[config.mk]
export PLATFORM = sky130hd
export DESIGN_NAME = softrst_flush_ctrl
export DESIGN_NICKNAME = d
export VERILOG_FILES = /design/src/rtl/sfc_pkg.sv /design/src/rtl/sfc_op_timer.sv /design/src/rtl/sfc_tx_target.sv /design/src/rtl/sfc_int_regs.sv /design/src/rtl/softrst_flush_ctrl.sv
export SDC_FILE = /design/constraint.sdc
export NUM_CORES = 1
export LEC_CHECK = 0
export BUFFER_PORTS_ARGS = -buffer_cell sky130_fd_sc_hd__buf_2
export CELL_PAD_IN_SITES_DETAIL_PLACEMENT = 0
export CELL_PAD_IN_SITES_GLOBAL_PLACEMENT = 1
export CORE_AREA = 2 2 134 136
export DETAILED_ROUTE_END_ITERATION = 16
export DIE_AREA = 0 0 136 138
export MAX_ROUTING_LAYER = met4
export PLACE_DENSITY_LB_ADDON = 0.12
export SYNTH_ARGS = -nofsm -noshare
export SYNTH_HDL_FRONTEND = slang
export SYNTH_SLANG_ARGS = --single-unit
[constraint.sdc]
create_clock -name clk -period 1.6 [get_ports clk]
set_clock_uncertainty 0.2 [all_clocks]
set_input_delay 0.32 -clock clk [delete_from_list [all_inputs] [get_ports clk]]
set_output_delay 0.32 -clock clk [all_outputs]
set_load 0.005 [all_outputs]
[src/rtl/sfc_pkg.sv]
package sfc_pkg;
  localparam int unsigned DATA_W  = 32;
  localparam int unsigned NUM_OPS = 6;
  localparam int unsigned TGT_W   = 5;
  localparam int unsigned TGT_LSB = 6;
  localparam logic [TGT_W-1:0] TGT_ALL = 5'h10;

  localparam int OP_CORE  = 0;
  localparam int OP_BUS   = 1;
  localparam int OP_FRAME = 2;
  localparam int OP_TKNQ  = 3;
  localparam int OP_RX    = 4;
  localparam int OP_TX    = 5;

  typedef enum logic [1:0] {
    A_CTRL = 2'd0,
    A_ISTS = 2'd1,
    A_IMSK = 2'd2,
    A_NONE = 2'd3
  } addr_e;
endpackage

[src/rtl/sfc_op_timer.sv]
module sfc_op_timer #(
  parameter int unsigned CYCLES = 8
) (
  input  logic clk,
  input  logic rst,
  input  logic start_i,
  input  logic cancel_i,
  output logic busy_o
);
  localparam int unsigned CNT_W = (CYCLES > 1) ? $clog2(CYCLES) : 1;

  logic [CNT_W-1:0] cnt_q;
  logic             busy_q;

  always_ff @(posedge clk) begin
    if (rst) begin
      busy_q <= 1'b0;
      cnt_q  <= '0;
    end else if (cancel_i) begin
      busy_q <= 1'b0;
      cnt_q  <= '0;
    end else if (start_i && !busy_q) begin
      busy_q <= 1'b1;
      cnt_q  <= CNT_W'(CYCLES - 1);
    end else if (busy_q) begin
      if (cnt_q == '0) busy_q <= 1'b0;
      else             cnt_q  <= cnt_q - 1'b1;
    end
  end

  assign busy_o = busy_q;
endmodule

[src/rtl/sfc_tx_target.sv]
module sfc_tx_target
  import sfc_pkg::*;
#(
  parameter int unsigned NUM_TXF = 16
) (
  input  logic               clk,
  input  logic               rst,
  input  logic               tgt_we_i,
  input  logic [TGT_W-1:0]   tgt_i,
  input  logic               load_i,
  output logic [TGT_W-1:0]   tgt_o,
  output logic [NUM_TXF-1:0] mask_o
);
  logic [TGT_W-1:0]   tgt_q;
  logic [NUM_TXF-1:0] mask_q;
  logic [NUM_TXF-1:0] sel;

  for (genvar i = 0; i < NUM_TXF; i++) begin : g_dec
    assign sel[i] = (tgt_i == TGT_W'(i)) || (tgt_i == TGT_ALL);
  end

  always_ff @(posedge clk) begin
    if (rst) begin
      tgt_q  <= '0;
      mask_q <= '0;
    end else begin
      if (tgt_we_i) tgt_q  <= tgt_i;
      if (load_i)   mask_q <= sel;
    end
  end

  assign tgt_o  = tgt_q;
  assign mask_o = mask_q;
endmodule

[src/rtl/sfc_int_regs.sv]
module sfc_int_regs #(
  parameter int unsigned W = 32
) (
  input  logic         clk,
  input  logic         rst,
  input  logic [W-1:0] event_i,
  input  logic         clr_we_i,
  input  logic [W-1:0] clr_i,
  input  logic         msk_we_i,
  input  logic [W-1:0] msk_i,
  input  logic         msk_clear_i,
  input  logic         msk_lock_i,
  output logic [W-1:0] sts_o,
  output logic [W-1:0] msk_o,
  output logic         irq_o
);
  logic [W-1:0] sts_q, msk_q;
  logic         irq_q;
  logic [W-1:0] clr_m;

  assign clr_m = clr_we_i ? clr_i : '0;

  always_ff @(posedge clk) begin
    if (rst) begin
      sts_q <= '0;
      msk_q <= '0;
      irq_q <= 1'b0;
    end else begin
      sts_q <= (sts_q & ~clr_m) | event_i;
      if (msk_clear_i)                 msk_q <= '0;
      else if (msk_we_i && !msk_lock_i) msk_q <= msk_i;
      irq_q <= |(sts_q & msk_q);
    end
  end

  assign sts_o = sts_q;
  assign msk_o = msk_q;
  assign irq_o = irq_q;
endmodule

[src/rtl/softrst_flush_ctrl.sv]
module softrst_flush_ctrl
  import sfc_pkg::*;
#(
  parameter int unsigned NUM_TXF   = 16,
  parameter int unsigned FRAME_W   = 11,
  parameter int unsigned CORE_CYC  = 16,
  parameter int unsigned BUS_CYC   = 4,
  parameter int unsigned FRAME_CYC = 2,
  parameter int unsigned TKNQ_CYC  = 4,
  parameter int unsigned FLUSH_CYC = 8
) (
  input  logic               clk,
  input  logic               rst,
  input  logic               wr_en,
  input  logic [1:0]         wr_addr,
  input  logic [31:0]        wr_data,
  input  logic               dma_req_i,
  input  logic               bus_idle_i,
  input  logic [31:0]        int_event_i,
  input  logic               sof_i,
  output logic [31:0]        ctrl_o,
  output logic [31:0]        intsts_o,
  output logic [31:0]        intmsk_o,
  output logic               irq_o,
  output logic               core_rst_o,
  output logic               bus_rst_o,
  output logic               tknq_flush_o,
  output logic               rx_flush_o,
  output logic [NUM_TXF-1:0] tx_flush_o,
  output logic [FRAME_W-1:0] frame_num_o
);
  localparam int unsigned OP_CYC [NUM_OPS] =
    '{CORE_CYC, BUS_CYC, FRAME_CYC, TKNQ_CYC, FLUSH_CYC, FLUSH_CYC};
  localparam int unsigned PAD_W = DATA_W - 2 - TGT_LSB - TGT_W;

  logic               wr_ctrl;
  logic               core_start;
  logic [NUM_OPS-1:0] start, cancel, busy;
  logic [TGT_W-1:0]   tgt;
  logic [NUM_TXF-1:0] tx_mask;
  logic               dma_q, idle_q;
  logic [FRAME_W-1:0] frame_q;

  assign wr_ctrl    = wr_en && (wr_addr == A_CTRL);
  assign core_start = wr_ctrl && wr_data[OP_CORE] && !busy[OP_CORE];

  always_comb begin
    start[OP_CORE]  = core_start;
    cancel[OP_CORE] = 1'b0;
    for (int k = 1; k < NUM_OPS; k++) begin
      start[k]  = wr_ctrl && wr_data[k] && !busy[OP_CORE] && !wr_data[OP_CORE];
      cancel[k] = core_start;
    end
  end

  for (genvar k = 0; k < NUM_OPS; k++) begin : g_op
    sfc_op_timer #(.CYCLES(OP_CYC[k])) u_tmr (
      .clk      (clk),
      .rst      (rst),
      .start_i  (start[k]),
      .cancel_i (cancel[k]),
      .busy_o   (busy[k])
    );
  end

  sfc_tx_target #(.NUM_TXF(NUM_TXF)) u_tgt (
    .clk      (clk),
    .rst      (rst),
    .tgt_we_i (wr_ctrl && !busy[OP_TX]),
    .tgt_i    (wr_data[TGT_LSB +: TGT_W]),
    .load_i   (start[OP_TX]),
    .tgt_o    (tgt),
    .mask_o   (tx_mask)
  );

  sfc_int_regs #(.W(DATA_W)) u_int (
    .clk         (clk),
    .rst         (rst),
    .event_i     (int_event_i),
    .clr_we_i    (wr_en && (wr_addr == A_ISTS)),
    .clr_i       (wr_data),
    .msk_we_i    (wr_en && (wr_addr == A_IMSK)),
    .msk_i       (wr_data),
    .msk_clear_i (core_start),
    .msk_lock_i  (busy[OP_CORE]),
    .sts_o       (intsts_o),
    .msk_o       (intmsk_o),
    .irq_o       (irq_o)
  );

  always_ff @(posedge clk) begin
    if (rst) begin
      dma_q   <= 1'b0;
      idle_q  <= 1'b0;
      frame_q <= '0;
    end else begin
      dma_q  <= dma_req_i;
      idle_q <= bus_idle_i;
      if (start[OP_CORE] || busy[OP_CORE] || start[OP_FRAME] || busy[OP_FRAME])
        frame_q <= '0;
      else if (sof_i)
        frame_q <= frame_q + 1'b1;
    end
  end

  assign ctrl_o       = {idle_q, dma_q, {PAD_W{1'b0}}, tgt, busy};
  assign core_rst_o   = busy[OP_CORE];
  assign bus_rst_o    = busy[OP_CORE] | busy[OP_BUS];
  assign tknq_flush_o = busy[OP_CORE] | busy[OP_TKNQ];
  assign rx_flush_o   = busy[OP_CORE] | busy[OP_RX];
  assign tx_flush_o   = busy[OP_CORE] ? {NUM_TXF{1'b1}} :
                        (busy[OP_TX] ? tx_mask : {NUM_TXF{1'b0}});
  assign frame_num_o  = frame_q;
endmodule

==> results of run 1 <==
-- cells by family after synthesis --
group,count (synthesis),synth area share (%)
flops,120,43.79
simple gates,228,22.90
fa+ha+maj,9,2.052
compound gates,187,20.78
buf+inv,92,9.418
other cells,1,0.06835
mux,2,0.3649
xor+xnor,4,0.6387
-- cells in the mapped netlist (all sizes together) (11+ instances only) --
cell | instances | share of area (%)
a21oi | 99 | 9.0
buf | 49 | 6.5
nor2 | 42 | 2.9
a22oi | 16 | 2.2
a211oi | 16 | 2.4
clkbuf | 27 | 1.8
inv | 16 | 1.1
a21o | 18 | 2.5
nand2 | 93 | 6.4
nand4 | 11 | 1.3
dfxtp | 120 | 44
nand4b | 32 | 5.1
o21ai | 14 | 1.3
-- power groups by stage --
stage / Clock, mW / Combinational (mW) / Sequential [mW]
after floorplan: 0 / 0.451 / 3.26
after global placement: 0 / 0.849 / 3.27
after detailed placement: 0 / 0.858 / 3.27
after CTS: 4.21 / 1.06 / 3.21
after global routing: 4.32 / 1.19 / 3.22
final: 4.13 / 1.10 / 3.21
-- registers in the layout (all words and copies together) (netlist names) --
register / count
dma_q: 1
frame_num_o: 11
g_op.u_tmr.busy_o: 6
g_op.u_tmr.cnt_q: 15
idle_q: 1
u_int.irq_o: 1
u_int.msk_o: 32
u_int.sts_o: 32
u_tgt.mask_o: 16
u_tgt.tgt_o: 5
-- metrics by stage --
stage	hold WS [ns]	utilization, %
4_1_cts	0.0002440	48.97
5_1_grt	0.02098	50.05
2_1_floorplan	0.2374	-
6_report	0.02200	50.05
3_5_place_dp	0.2654	39.55
3_3_place_gp	0.2540	39.55
-- how the worst max path moves through the flow --
stage / start / endpoint / slack [ns] / cells past startpoint
6_report: g_op[0].u_tmr.busy_o / rx_flush_o / -0.24 / 3
2_1_floorplan: wr_addr[1] / u_tgt.mask_o[10] / -0.04 / 5
3_5_place_dp: wr_addr[1] / frame_num_o[8] / -0.24 / 5
5_1_grt: g_op[0].u_tmr.busy_o / rx_flush_o / -0.27 / 3
3_3_place_gp: wr_addr[1] / frame_num_o[4] / -0.18 / 5
4_1_cts: g_op[0].u_tmr.busy_o / rx_flush_o / -0.25 / 3
-- layer usage --
metal	track usage, %	wire length [um]
met5	-	0
met4	6.743	289
met3	4.254	1109
met2	34.57	9634
met1	26.20	8967
-- what timing repair did --
item / in CTS / in global routing
hold buffers: 58 / 0
pin swaps: 6 / 6
endpoints found under the setup margin: 69 / 102
resized for setup: 39 / 26
buffers inserted: 11 / 5
gates cloned: 7 / 4
endpoints found under the hold margin: 58 / 0
-- worst max-delay path, delay by kind of cell, from the launching register on --
kind          cells  cell delay [ns]
flops             1             0.41
buf+inv           2             0.27
simple gates      1             0.22
-- layout make-up --
class                   count  area (um2)
flip-flops and latches    120        2419
clock inverters             8       142.6
clock buffers              23       488.0
repair buffers            325        2522
inverters                  16       60.06
well taps                 229       286.5
fillers                  1737        8758
multi-input cells         449        2858
-- cell usage in the layout (no fill, tap or decap), types with 3 or more instances in the layout --
master,instances
buf_6,12
dfxtp_1,111
nand3_1,5
a21o_1,17
buf_16,6
xor2_1,3
clkinv_2,3
or4_1,3
o21ai_0,13
nand4b_1,32
conb_1,19
nor2_1,42
bufinv_16,4
clkbuf_16,19
nand2_1,92
nand4_1,11
buf_4,59
o31ai_1,3
nor2b_1,8
a21oi_2,18
a211oi_2,14
or3_1,7
dlygate4sd3_1,58
dfxtp_2,7
buf_2,175
a31oi_1,7
or2_4,3
clkbuf_8,4
buf_12,12
a21oi_1,81
a22oi_1,16
inv_1,15
ha_1,7
==> out/metrics.csv, run 1 <==
stage,metric,value,unit
placed_design,Port Buffers,180,
yosys,Post-synth EDFFs,0,
final_layout,Finished Cell Area,0.008776,mm2
placed_design,Placement Cell Area,0.006935,mm2
die,core box area,0.01753,mm2
clock_tree,number of buffers created by CTS,17,
yosys,ys flop type,dfxtp_1,
yosys,warnings from Yosys,0,
yosys,syn_area_per_cell,8.533,um2
pwr,Final Power,8.438,mW
sta,Final Max Slew Viols,0,
global_routing,global-route wire length before repair,30.31,mm
min_path,Min-Delay Path Depth,3,
clock_tree,Max clock buf depth,2,
die,number of I/O pins,200,
sta,crit path time final,1.835,ns
worst_setup_path,CP Cell Sequence,buf_12 > or2_4 > buf_6,
min_path,Hold Path End,u_int.msk_o[2],
pwr,maximum vdd drop,0.0007820,V
pwr,switching share of power,23.69,%
final_layout,layout cell share with drive strength beyond 1,38.47,%
yosys,post-synth cell types,52,
placed_design,post-DP HPWL,12.94,mm
global_routing,initial antenna violation count,0,
worst_setup_path,reg2reg path depth,6,
pwr,Reg power frac,38.0,%
outcome,status,finished with violations,
pwr,clock share of power,49.0,%
yosys,Mapped Cells,643,
route,drt total wl,20.00,mm
placed_design,pre-CTS setup slack,-0.2383,ns
die,cell row count,49,
worst_setup_path,critical path capture point type,primary output,
pwr,Int Pwr,6.438,mW
yosys,asr flop ratio synth,0,%
worst_setup_path,CP max FO,7,
worst_setup_path,CP Class,reg2out,
route,DRC violation count after routing,0,
pwr,Static Leak,3.808,nW
placed_design,placer congestion estimate,0.8098,
die,Die Span Y,138,um
sta,Setup TNS,-11.70,ns
route,DR pass1 iterations,6,
die,die span in x,136,um
pwr,combinational power share,13.0,%
pwr,P per Cell Area,961.4,mW/mm2
sta,Final Hold Fails,0,
worst_setup_path,r2r endpoint,u_int.msk_o[22],
min_path,Worst Hold Class,in2reg,
worst_setup_path,Crit-path slowest cell,dfxtp_4,
yosys,register bit total from synthesis,120,
clock_tree,clock sinks,120,
min_path,worst hold start,wr_data[2],
global_routing,number of global-route vias before repair,5769,
placed_design,placed cell count,1054,
route,Routed wire per std cell,17.09,um
final_layout,antenna cells,0,
worst_setup_path,critical path data required time,1.08,ns
sta,Max Freq,544.8,MHz
route,antenna-violating nets left,0,
global_routing,grt ovf,0,
clock_tree,clock latency on the worst-skew pair,0.42,ns
outcome,failing checks,setup timing,
route,Iter 0 DRT Violations,202,
worst_setup_path,RR Startpoint,g_op[0].u_tmr.busy_o,
job,Max Cap Viol,0,
clock_tree,"Clk pin slew, worst setup/hold paths",0.06,ns
yosys,"Seq/Total Area, Yosys",43.79,%
final_layout,area growth from synthesis to layout,59.95,%
global_routing,Total Routing Usage GR,21.19,%
global_routing,largest net degree at the start of global routing,35,
final_layout,fin cells,1170,
sta,fin crit share,114.7,%
final_layout,final net count,1010,
worst_setup_path,critical path's largest stage delay,0.41,ns
route,DR vias,5860,
route,vias per std cell,5.009,
worst_setup_path,crit path DAT,1.32,ns
sta,RSZ-0062 raised after global routing,yes,
die,Initial Util,31.29,%
clock_tree,H-tree levels,4,
worst_setup_path,R2R Setup Slk,-0.20,ns
pwr,Switch Pwr,1.999,mW
yosys,Mapped Area,0.005487,mm2
clock_tree,root buf cell,clkbuf_16,
sta,fin worst setup slack,-0.2355,ns
sta,final setup vio count,85,
die,Total Die Area,0.01877,mm2
clock_tree,CTS tree,yes,
worst_setup_path,CP Launch Type,flip-flop,
Power figures use the tool's default switching activity.
==> run 2: changes to the inputs <==
SYNTH_HIERARCHICAL = 1   (was default)
==> out/metrics.csv, run 2 <==
stage,metric,value,unit,change
min_path,Worst Hold Class,in2reg,,
final_layout,area growth from synthesis to layout,54.09,%,
outcome,status,finished with violations,,
yosys,Mapped Cells,614,,-4.5%
yosys,Synth top area share,44.23,%,+0.44 points
worst_setup_path,critical path's largest stage delay,0.37,ns,-0.04 ns
placed_design,post-DP HPWL,12.52,mm,-3.2%
sta,fin crit share,110.2,%,-4.5 points
yosys,largest cells by area after synthesis,"dfxtp_1, nand2_1, a21oi_2",,
route,vias per std cell,4.688,,-6.4%
die,Die Span Y,138,um,unchanged
worst_setup_path,CP Class,reg2out,,
clock_tree,number of buffers created by CTS,17,,unchanged
clock_tree,H-tree levels,4,,unchanged
pwr,Int Pwr,6.280,mW,-2.5%
route,DR pass1 iterations,4,,-2
global_routing,global-route wire length before repair,27.26,mm,-10%
die,Total Die Area,0.01877,mm2,unchanged
pwr,P per Cell Area,980.5,mW/mm2,+2.0%
yosys,Mapped Area,0.005431,mm2,-1.0%
route,Routed wire per std cell,15.87,um,-7.1%
sta,Max Freq,567.2,MHz,+4.1%
pwr,maximum vdd drop,0.0007044,V,-9.9%
final_layout,final net count,970,,-4.0%
die,Initial Util,30.98,%,-0.31 points
final_layout,most frequent cells in the layout,"buf_2, nand2_1, dfxtp_1",,
yosys,post-synth top area cell,dfxtp_1,,
sta,Final Max Slew Viols,0,,unchanged
worst_setup_path,critical path data required time,1.08,ns,about the same
yosys,post-synth cell types,61,,+17%
yosys,Synth Area in Compound Gates,19.79,%,-0.99 points
final_layout,antenna cells,0,,unchanged
die,die span in x,136,um,unchanged
worst_setup_path,Crit-path slowest cell,dfxtp_4,,
sta,fin worst setup slack,-0.1630,ns,+0.07253 ns
global_routing,Total Routing Usage GR,19.14,%,-2.1 points
worst_setup_path,CP max FO,6,,-1
worst_setup_path,critical path's top delay family,flip-flops,,
die,number of I/O pins,200,,unchanged
placed_design,Placement Cell Area,0.006793,mm2,-2.1%
die,cell row count,49,,unchanged
pwr,switching share of power,23.47,%,-0.22 points
final_layout,area of the multi-input gates,0.002910,mm2,+1.8%
pwr,combinational power share,11.0,%,-2.0 points
global_routing,grt ovf,0,,unchanged
route,DRC violation count after routing,0,,unchanged
yosys,syn_area_per_cell,8.846,um2,+3.7%
yosys,warnings from Yosys,6,,+6
final_layout,Finished Cell Area,0.008369,mm2,-4.6%
pwr,Switch Pwr,1.926,mW,-3.7%
yosys,mux cell area share after synthesis,1.474,%,+1.1 points
worst_setup_path,Worst Path Buf+Inv,2,,unchanged
yosys,Post-Synth Simple-Gate Area,23.89,%,+0.99 points
yosys,ys flop type,dfxtp_1,,
final_layout,"most common cell after layout, fill and taps aside",buf_2,,
yosys,main combinational cell family by area after synthesis,simple AND/OR/NAND/NOR gates,,
outcome,failing checks,setup timing,,
worst_setup_path,crit path DAT,1.24,ns,-0.08 ns
final_layout,"Core Util, Final",47.73,%,-2.3 points
route,drt total wl,17.95,mm,-10%
route,Iter 0 DRT Violations,194,,-4.0%
clock_tree,Max clock buf depth,2,,unchanged
sta,RSZ-0062 raised after global routing,yes,,
final_layout,layout cell share with drive strength beyond 1,41.13,%,+2.7 points
yosys,"count leader, synth",dfxtp_1,,
clock_tree,root buf cell,clkbuf_16,,
final_layout,register area,0.002420,mm2,about the same
clock_tree,"Clk pin slew, worst setup/hold paths",0.05,ns,about the same
route,antenna-violating nets left,0,,unchanged
yosys,asr flop ratio synth,0,%,unchanged
global_routing,number of global-route vias before repair,5203,,-9.8%
pwr,Static Leak,3.778,nW,-0.81%
clock_tree,CTS tree,yes,,
yosys,Post-Synth XOR/XNOR Area,1.129,%,+0.49 points
placed_design,placer congestion estimate,0.8133,,+0.43%
global_routing,largest net degree at the start of global routing,33,,-5.7%
pwr,clock share of power,50.2,%,+1.2 points
yosys,"Seq/Total Area, Yosys",44.23,%,+0.44 points
pwr,Final Power,8.206,mW,-2.7%
sta,final setup vio count,22,,-74%
placed_design,Port Buffers,180,,unchanged
final_layout,Layout fillers,1746,,+0.52%
yosys,Synth Area in Adders,2.073,%,+0.021 points
die,core box area,0.01753,mm2,unchanged
job,Max Cap Viol,0,,unchanged
route,DR vias,5302,,-9.5%
worst_setup_path,critical path capture point type,primary output,,
clock_tree,clock sinks,120,,unchanged
sta,crit path time final,1.763,ns,-0.07253 ns
sta,Final Hold Fails,0,,unchanged
pwr,Reg power frac,38.8,%,+0.8 points
clock_tree,clock latency on the worst-skew pair,0.41,ns,about the same
worst_setup_path,CP Launch Type,flip-flop,,
yosys,Post-synth EDFFs,0,,unchanged
worst_setup_path,CP Cell Sequence,buf_12 > or2_4 > buf_6,,
yosys,register bit total from synthesis,120,,unchanged
yosys,synth cell count leaders,"dfxtp_1, nand2_1, a21oi_1, nor2_1, a21oi_2",,
global_routing,initial antenna violation count,0,,unchanged
[run 2: cell types whose count changed after synthesis, sizes merged, moves of 8 or more]
cell / delta
a21oi: -11
nor2: +14
clkbuf: -20
nand4b: -30
nand2: +23
a31oi: -8
a211oi: -11
[run 2: final timing paths]
check	from	end	slack (ns)	depth (start not counted)
max	g_op[0].u_tmr/busy_o	tknq_flush_o	-0.16	3
min	wr_data[9]	u_int/msk_o[9]	0.06	3
max reg2reg	g_op[0].u_tmr/busy_o	u_tgt/mask_o[4]	0.02	6
min reg2reg	u_tgt/mask_o[12]	u_tgt/mask_o[12]	0.26	2
[run 2: stage by stage]
step / std cells / hold WS, ns / setup TNS [ns] / worst slack (ns)
2_1_floorplan: 633 / 0.1909 / -14.52 / -0.2975
3_3_place_gp: 1028 / 0.2369 / -23.85 / -0.4175
3_5_place_dp: 1028 / 0.2518 / -25.01 / -0.4570
4_1_cts: 1126 / 0.04035 / -3.342 / -0.1898
5_1_grt: 1131 / 0.06041 / -4.200 / -0.2001
6_report: 1131 / 0.06239 / -2.709 / -0.1630
[run 2: final cells by class]
type | instances | share of cell area [%]
well taps | 229 | 3.424
flip-flops and latches | 120 | 28.91
multi-input cells | 449 | 34.77
clock buffers | 21 | 5.621
clock inverters | 11 | 2.018
repair buffers | 288 | 24.67
inverters | 13 | 0.5830
[run 2: timing repair]
action                     in CTS  in global routing
setup buffers                   4                  2
hold endpoints to repair       60                  0
hold buffers                   60                  0
setup endpoints to repair      67                 62
gates resized for setup        21                 33
gates cloned                    2                  3
pin swaps                       5                  8
[run 2: kinds of logic after synthesis]
group | count (synthesis)
AOI/OAI and AO/OA | 153
buffers and inverters | 66
other | 1
adders and majority gates | 9
xor gates and xnor gates | 7
DFF | 120
muxes | 8
and+or+nand+nor | 250
[run 2: per-layer routing]
| layer | track usage (%) | share of wire, % | up-vias |
|---|---|---|---|
| met1 | 24.50 | 46 | 2500 |
| met3 | 3.484 | 5.5 | 13 |
| met5 | - | 0 | - |
| met2 | 30.55 | 48 | 160 |
| li1 | - | - | 2629 |
| met4 | 6.031 | 1.2 | 0 |
[run 2: tightest hold or removal path: cells and delay by family]
| kind | cells | cell delay, ns |
|---|---|---|
| buf+inv | 1 | 0.16 |
| compound gates | 1 | 0.05 |
| simple gates | 1 | 0.09 |
[run 2: power by group through the flow]
stage          logic (mW)  clock network, mW  registers, mW
2_1_floorplan       0.396                  0           3.25
6_report            0.900               4.12           3.19
4_1_cts             0.874               4.20           3.18
3_3_place_gp        0.730                  0           3.25
3_5_place_dp        0.741                  0           3.25
5_1_grt             0.988               4.34           3.20
